**src/rtl/fpu_exc_pkg.sv**
```systemverilog
// Shared definitions for the FP exception unit: field width, bit
// positions inside each field and the instruction class codes.
// Assumes the fixed V,Z,O,U,I order from bit 4 down to bit 0.
package fpu_exc_pkg;
    localparam int NEXC  = 5;
    localparam int CLS_W = 4;
    localparam int BIT_V = 4;
    localparam int BIT_Z = 3;
    localparam int BIT_O = 2;
    localparam int BIT_U = 1;
    localparam int BIT_I = 0;

    typedef logic [NEXC-1:0] exc_t;

    typedef enum logic [CLS_W-1:0] {
        CLS_OTHER = 4'd0,
        CLS_ADD   = 4'd1,
        CLS_SUB   = 4'd2,
        CLS_MUL   = 4'd3,
        CLS_DIV   = 4'd4,
        CLS_MAC   = 4'd5,
        CLS_CMPEQ = 4'd6,
        CLS_CMPGT = 4'd7,
        CLS_ITOF  = 4'd8,
        CLS_TRUNC = 4'd9,
        CLS_CVTDS = 4'd10,
        CLS_CVTSD = 4'd11,
        CLS_SQRT  = 4'd12
    } op_cls_e;

    // Exceptions that a class is able to report
    function automatic exc_t class_mask(input logic [CLS_W-1:0] cls);
        exc_t m;
        case (cls)
            CLS_ADD, CLS_SUB, CLS_MUL, CLS_MAC, CLS_CVTDS: m = 5'b10111;
            CLS_DIV:                                        m = 5'b11111;
            CLS_CMPEQ, CLS_CMPGT, CLS_TRUNC, CLS_CVTSD:     m = 5'b10000;
            CLS_ITOF:                                       m = 5'b00001;
            CLS_SQRT:                                       m = 5'b10001;
            default:                                        m = 5'b00000;
        endcase
        return m;
    endfunction
endpackage

```
**src/rtl/fpu_exc_detect.sv**
```systemverilog
// Combinational derivation of the exceptions an instruction reports.
// Adds the quiet-NaN/infinity invalid check when the mode bit and the
// V enable are both set, then limits the result to what the class may
// report. Assumes inputs are only meaningful with a completion strobe.
module fpu_exc_detect
    import fpu_exc_pkg::*;
#(
    parameter int NSRC = 3
) (
    input  logic [CLS_W-1:0] op_class,
    input  exc_t             exc_in,
    input  logic [NSRC-1:0]  src_special,
    input  logic             qis_mode,
    input  logic             en_v,
    output exc_t             eff
);
    exc_t mask;
    exc_t raw;

    // Merge special-operand invalid into the raw set, then apply class mask
    always_comb begin
        mask = class_mask(op_class);
        raw  = exc_in;
        if (qis_mode && en_v && (|src_special))
            raw[BIT_V] = 1'b1;
        eff = raw & mask;
    end
endmodule

```
**src/rtl/fpu_exc_regs.sv**
```systemverilog
// Register fields: flags, cause, enable and the special-operand mode bit.
// A software write wins over the hardware update but hardware flag bits
// of the same cycle are ORed into the written flags.
module fpu_exc_regs
    import fpu_exc_pkg::*;
#(
    parameter int REG_W = 3*NEXC + 1
) (
    input  logic             clk,
    input  logic             rst_n,
    input  logic             upd,
    input  exc_t             eff,
    input  logic             sw_we,
    input  logic [REG_W-1:0] sw_wdata,
    output exc_t             flags,
    output exc_t             cause,
    output exc_t             enable,
    output logic             qis_mode,
    output logic [REG_W-1:0] rdata
);
    localparam int OFS_FLG = 0;
    localparam int OFS_CAU = NEXC;
    localparam int OFS_ENA = 2*NEXC;
    localparam int OFS_QIS = 3*NEXC;

    exc_t hw_set;
    assign hw_set = upd ? eff : '0;

    // Field update with write priority and hardware flag merge
    always_ff @(posedge clk) begin
        if (!rst_n) begin
            flags    <= '0;
            cause    <= '0;
            enable   <= '0;
            qis_mode <= 1'b0;
        end else if (sw_we) begin
            flags    <= sw_wdata[OFS_FLG +: NEXC] | hw_set;
            cause    <= sw_wdata[OFS_CAU +: NEXC];
            enable   <= sw_wdata[OFS_ENA +: NEXC];
            qis_mode <= sw_wdata[OFS_QIS];
        end else if (upd) begin
            flags    <= flags | eff;
            cause    <= eff;
        end
    end

    assign rdata = {qis_mode, enable, cause, flags};
endmodule

```
**src/rtl/fpu_exc_trap.sv**
```systemverilog
// Trap decision: a one-cycle request with the enabled-exception code and
// a halt that holds until the CPU acknowledges. Assumes upd is already
// blocked while halted, so a second request cannot overlap the first.
module fpu_exc_trap
    import fpu_exc_pkg::*;
(
    input  logic clk,
    input  logic rst_n,
    input  logic upd,
    input  exc_t eff,
    input  exc_t enable,
    input  logic cpu_ack,
    output logic trap_req,
    output exc_t trap_code,
    output logic halt
);
    exc_t hit;
    logic fire;

    assign hit  = eff & enable;
    assign fire = upd && (|hit);

    // Register the request pulse, its code and the halt state
    always_ff @(posedge clk) begin
        if (!rst_n) begin
            trap_req  <= 1'b0;
            trap_code <= '0;
            halt      <= 1'b0;
        end else begin
            trap_req  <= fire;
            trap_code <= fire ? hit : '0;
            if (fire)
                halt <= 1'b1;
            else if (cpu_ack)
                halt <= 1'b0;
        end
    end
endmodule

```
**src/rtl/fpu_exc_unit.sv**
```systemverilog
// Top of the FP exception status and trap unit. Completion strobes are
// accepted only while the pipeline is not halted; all outputs are
// registered except the register readback.
module fpu_exc_unit
    import fpu_exc_pkg::*;
#(
    parameter int NSRC = 3
) (
    input  logic                clk,
    input  logic                rst_n,
    input  logic                done,
    input  logic [CLS_W-1:0]    op_class,
    input  logic [NEXC-1:0]     exc_in,
    input  logic [NSRC-1:0]     src_special,
    input  logic                sw_we,
    input  logic [3*NEXC:0]     sw_wdata,
    output logic [3*NEXC:0]     sw_rdata,
    input  logic                cpu_ack,
    output logic                trap_req,
    output logic [NEXC-1:0]     trap_code,
    output logic                halt
);
    localparam int REG_W = 3*NEXC + 1;

    exc_t eff;
    exc_t flags;
    exc_t cause;
    exc_t enable;
    logic qis_mode;
    logic upd;

    assign upd = done && !halt;

    fpu_exc_detect #(.NSRC(NSRC)) u_detect (
        .op_class    (op_class),
        .exc_in      (exc_in),
        .src_special (src_special),
        .qis_mode    (qis_mode),
        .en_v        (enable[BIT_V]),
        .eff         (eff)
    );

    fpu_exc_regs #(.REG_W(REG_W)) u_regs (
        .clk      (clk),
        .rst_n    (rst_n),
        .upd      (upd),
        .eff      (eff),
        .sw_we    (sw_we),
        .sw_wdata (sw_wdata),
        .flags    (flags),
        .cause    (cause),
        .enable   (enable),
        .qis_mode (qis_mode),
        .rdata    (sw_rdata)
    );

    fpu_exc_trap u_trap (
        .clk       (clk),
        .rst_n     (rst_n),
        .upd       (upd),
        .eff       (eff),
        .enable    (enable),
        .cpu_ack   (cpu_ack),
        .trap_req  (trap_req),
        .trap_code (trap_code),
        .halt      (halt)
    );
endmodule

```
**config.mk**
```make
export PLATFORM = sky130hd
export DESIGN_NAME = fpu_exc_unit
export DESIGN_NICKNAME = d
export VERILOG_FILES = /design/src/rtl/fpu_exc_pkg.sv /design/src/rtl/fpu_exc_detect.sv /design/src/rtl/fpu_exc_regs.sv /design/src/rtl/fpu_exc_trap.sv /design/src/rtl/fpu_exc_unit.sv
export SDC_FILE = /design/constraint.sdc
export NUM_CORES = 1
export LEC_CHECK = 0
export BUFFER_PORTS_ARGS = -buffer_cell sky130_fd_sc_hd__buf_2
export CAP_MARGIN = 10
export CORE_UTILIZATION = 41
export CTS_CLUSTER_SIZE = 28
export DETAILED_ROUTE_END_ITERATION = 7
export GPL_TIMING_DRIVEN = 0
export MAX_ROUTING_LAYER = met4
export PLACE_DENSITY = 0.8
export SYNTH_ARGS = -nofsm -noshare
export SYNTH_HDL_FRONTEND = slang
export SYNTH_HIERARCHICAL = 1
export SYNTH_SLANG_ARGS = --single-unit
```
**constraint.sdc**
```tcl
create_clock -name clk -period 1.7 [get_ports clk]
set_clock_uncertainty 0.15 [all_clocks]
set_input_delay 0.34 -clock clk [delete_from_list [all_inputs] [get_ports clk]]
set_output_delay 0.34 -clock clk [all_outputs]
set_load 0.1 [all_outputs]
```
[Word level (Yosys, flattened, before mapping)]
Memory sizes are Yosys's and may differ from the RTL's.
Index checks and enable logic that the tools add are counted.
Operators by class
  $lt $le $gt $ge: 0
  $mul: 0
  multiplexer cells: 8
  bitwise logic cells: 4
  divide/modulo/power cells: 0
  reduce and logical (&&, ||, !) cells: 10
  shift-type cells: 0
  equality and inequality tests: 0
  $add $sub $neg: 0
Operator list (count)
  5-bit two-way mux: 5
  5-bit bitwise AND: 2
  5-bit OR: 2
  5-bit OR reduction: 1
  1-bit logical AND: 4
  2-bit nonzero test: 2
  1-bit two-way mux: 3
  3-bit OR reduction: 1
  2-bit AND reduction: 1
  1-bit zero test: 1
Storage, ports and cells
  register bits after elaboration: 23
  latch bits: 0
  bits of input ports: 33
  logic and storage cells: 30
  memory bits (writable): 0
  output and inout bits: 23
  memories kept: 1
  bits in read-only memories: 80
Memory list
  (name not given): words 16, bits a word 5, rd ports 1, clocked after memory_dff 0, write ports 0, RTL line fpu_exc_pkg.sv:34  | case (cls)

[Longest topological paths before layout]
  depth after elaboration: 8
  mapped depth: 6

[Cells and area by module]
The synthesis kept the hierarchy.
By module, submodules not included
  fpu_exc_regs: cells each 78, area each 830.8 sq um, seq. area each 320.3 sq um, times used 1
  fpu_exc_trap: cells each 24, area each 225.2 sq um, seq. area each 140.1 sq um, times used 1
  fpu_exc_detect: cells each 18, area each 131.4 sq um, seq. area each 0.0 sq um, times used 1
  fpu_exc_unit: cells each 1, area each 13.8 sq um, seq. area each 0.0 sq um, times used 1

[Worst setup path before layout]
No wires, ideal clock.
  path kind: register to register
  start point: reg u_trap.halt
  end point: reg u_regs.cause[0]
  data required time: 1.434 ns
  stages on the path, launching flop included: 5
  setup slack: -0.274 ns
  buffers on the path: 1
  setup time: 0.116 ns
  arrival: 1.708 ns
  path through: dfxtp_1 -> nor2b_4 -> buf_6 -> mux2_4 -> o211a_1
On the way
  longest elaborated chain between the ends: 3
RTL lines
  start, declared: RTL line fpu_exc_trap.sv:15  | output logic halt
  start signal, assigned: RTL line fpu_exc_trap.sv:28  | halt <= 1'b0;
  start signal, assigned: RTL line fpu_exc_trap.sv:33  | halt <= 1'b1;
  start signal, assigned: RTL line fpu_exc_trap.sv:35  | halt <= 1'b0;
  1-bit zero test: RTL line fpu_exc_unit.sv:32  | assign upd = done && !halt;
  1-bit logical AND: RTL line fpu_exc_unit.sv:32
  via upd: RTL line fpu_exc_unit.sv:30  | logic upd;
  2-bit nonzero test (no source line)
  end signal, assigned: RTL line fpu_exc_regs.sv:38  | cause <= sw_wdata[OFS_CAU +: NEXC];
  end, declared: RTL line fpu_exc_regs.sv:16  | output exc_t cause,
The timed path passes the listed nets, and every way through them passes these cells.
A chain may end at the register's enable or synchronous reset.

[Worst setup path in the final report]
  start point: reg u_regs.qis_mode
  end point: out sw_rdata[15]
RTL lines
  start, declared: RTL line fpu_exc_regs.sv:18  | output logic qis_mode,
  start signal, assigned: RTL line fpu_exc_regs.sv:40  | qis_mode <= sw_wdata[OFS_QIS];
  end, declared: RTL line fpu_exc_unit.sv:17  | output logic [3*NEXC:0] sw_rdata,
No word-level cell between the ends.

==> results.md <==
- Tmin final: 1.65 ns
- WL final: 2700 um
- DR vias: 1,047
- Gpl congestion: 0.799
- Nets: 215
- P&R area growth vs syn: 34.2%
- Max-cap violations: 0
- Commonest non-fill, non-tap cell in the layout: buf_2
- DP Wirelength: 2050 um
- H-tree depth: 1
- P_sw: 0.000490 W
- Core ar.: 2760 um2
- #FFs+latches synth: 23
- Status: complete, no violations
- Internal power: 0.000819 W
- DR pass1 iterations: 4
- Worst Hold Class: input pin to flip-flop
- DR WL/cell: 12.7 um
- Yosys Warn Count: 6
- Post-route insts no fill: 212
- Vias in the first global route: 1,074
- Antenna cells: 0
- Post-Synthesis Cells: 121
- WP data arrival: 1.16 ns
- Core occupancy in the finished layout: 58.4%
- Residual DRC count: 0
- Crit share post-route: 96.9%
- CTS Buffer Depth: 2
- Worst setup EP type: output port
- Final-report setup violation count: 0
- CP Launch Type: flip-flop
- CTS root buf: clkbuf_4
- Final Max Slew Viols: 0
- Antenna-violating nets left: 0
- Proportion of layout cells with a drive suffix above 1: 51.4%
- Congestion Overflow GR: 0
- Maximum VDD drop: 0.506 mV
- Net count after synthesis: 154
- CTS Sinks: 23
- Max-slew headroom: 52.4%
- Most frequent cells in the layout: buf_2 (39), buf_4 (26), dfxtp_1 (20)
- Row cnt: 19
- Clock-pin slew on the worst setup and hold paths: 0.13 ns
- CP Class: flip-flop to output port
- Post-synthesis sequential area ratio: 38.3%
- Post-CTS Hold Buffers: 0
- First-pass GRT wire length: 4510 um
- Netlist Area Pre-Place: 1200 um2
- Io pins: 56
- Clock Power Share: 19.0%
- Die footprint: 3150 um2
- Seq pwr share: 45.0%
- Final hold viol count: 0
- Post-synthesis cell type count: 28
- Tot GR Track Use: 18.3%
- PortBufs: 54
- Fmax: 607 MHz
- Number of antenna violations at the first check in global routing: 0
- Pleak: 0.845 nW
- Required time of the critical path: 1.21 ns
- CTS tree: built
- Worst-Margin Slew: 0.707 ns
- DRT iter0 DRCs: 14
- Total CTS buffers: 3
- Sw Share: 37.4%
- Via density: 4.94
- Clk_lat worst skew: 0.30 ns
- Fill count: 268
- Max Fanout on Critical Path: 3
- RSZ-0062 raised after global routing: yes
- Die width: 56.1 um
- Setup TNS: 0 ns
- Pwr dens: 812 nW/um2
- Final Instance Area: 1610 um2
- Initial Util: 43.6%
- Die Ht: 56.1 um
- Post-DP Area: 1510 um2
- Pin count of the biggest net entering global routing: 14
- Avg Cell Area, Syn: 9.93 um2
- Logic pwr share: 36.0%
- Placed Cells incl. Taps: 206
==> power by group through the flow <==
| stage | combinational (W) | clock [W] | sequential (W) |
|---|---|---|---|
| floorplan | 0.000344 | 0 | 0.000615 |
| global placement | 0.000441 | 0 | 0.000598 |
| detailed placement | 0.000449 | 0 | 0.000600 |
| CTS | 0.000463 | 0.000258 | 0.000589 |
| global route | 0.000493 | 0.000283 | 0.000593 |
| finish | 0.000472 | 0.000249 | 0.000588 |
==> per-layer routing <==
| metal | global-route usage, % | routed length (um) |
|---|---|---|
| met3 | 2.79 | 127 |
| met4 | 5.23 | 7 |
| met5 | - | 0 |
| met1 | 20.3 | 1160 |
| met2 | 33.7 | 1410 |
==> per-stage QoR <==
step | power (W) | hold WS, ns | setup slack, ns
final | 0.00131 | 0.149 | 0.0534
after global routing | 0.00137 | 0.156 | -0.0134
after CTS | 0.00131 | 0.135 | -0.00461
after detailed placement | 0.00105 | 0.316 | -0.373
after global placement | 0.00104 | 0.309 | -0.360
after floorplan | 0.000959 | 0.290 | -0.0843
==> worst max-delay path, stage by stage, from the launching register on <==
cell and delay [ns]:
dfxtp_2 0.36, buf_4 0.09, buf_2 0.41
==> synthesized netlist by cell type <==
cell type	count	area, um2
a21oi_1	1	5.00
a222oi_1	1	10.0
a22oi_1	1	7.51
nor4_1	2	12.5
nor2_1	6	22.5
inv_1	3	11.3
nor2b_4	1	13.8
mux2_4	5	75.1
o21a_1	1	7.51
clkbuf_1	1	3.75
o211a_1	5	50.1
nand2b_1	5	31.3
buf_6	1	11.3
nand4bb_1	2	22.5
nand2_1	13	48.8
dfxtp_1	23	460
o41ai_1	2	17.5
a21boi_1	1	7.51
and2_4	1	8.76
nor2b_1	7	43.8
o311a_1	1	10.0
a21boi_0	5	37.5
or3_1	1	6.26
mux2i_1	11	110
a2111oi_2	1	15.0
buf_4	18	135
buf_2	1	5.00
o221a_1	1	11.3
==> sequential cells by signal, indices dropped and copies added (netlist names) <==
register,cells
u_regs/cause,5
u_regs/enable,5
u_regs/flags,5
u_trap/trap_code,5
u_regs/qis_mode,1
u_trap/halt,1
u_trap/trap_req,1
==> final cells by class <==
class                      count  area, um2  area share [%]
tap                           31       38.8            2.41
buffer                        21        158            9.78
timing repair buffer          56        323            20.0
clock inverter                 1       5.00           0.311
inverter                       3       11.3           0.699
multi-input combinational     74        589            36.6
sequential                    23        464            28.8
clock buffer                   3       22.5            1.40
==> final timing paths <==
check,start,to,slack [ns],depth (start not counted)
min reg2reg,u_regs/enable[3]$_SDFFE_PN0P_,u_trap/trap_code[3]$_SDFF_PN0_,0.33,2
max reg2reg,u_regs/enable[4]$_SDFFE_PN0P_,u_trap/halt$_SDFFE_PN0P_,0.07,5
max,u_regs/qis_mode$_SDFFE_PN0P_,sw_rdata[15],0.05,2
min,sw_wdata[13],u_regs/enable[3]$_SDFFE_PN0P_,0.15,3
==> kinds of logic after synthesis <==
group | after synthesis | share of synthesized area (%)
AND/OR/NAND/NOR | 38 | 17.5
multiplexers | 16 | 15.4
AO/OA/AOI/OAI | 20 | 14.9
flip-flops | 23 | 38.3
buffers and inverters | 24 | 13.9
==> repair_timing <==
item	in CTS	in global routing
gates resized for setup	9	10
endpoints found under the setup margin	6	11
pin swaps	3	1
endpoints found under the hold margin	0	0
buffers inserted	2	0
(Power assumes the default switching activity.)
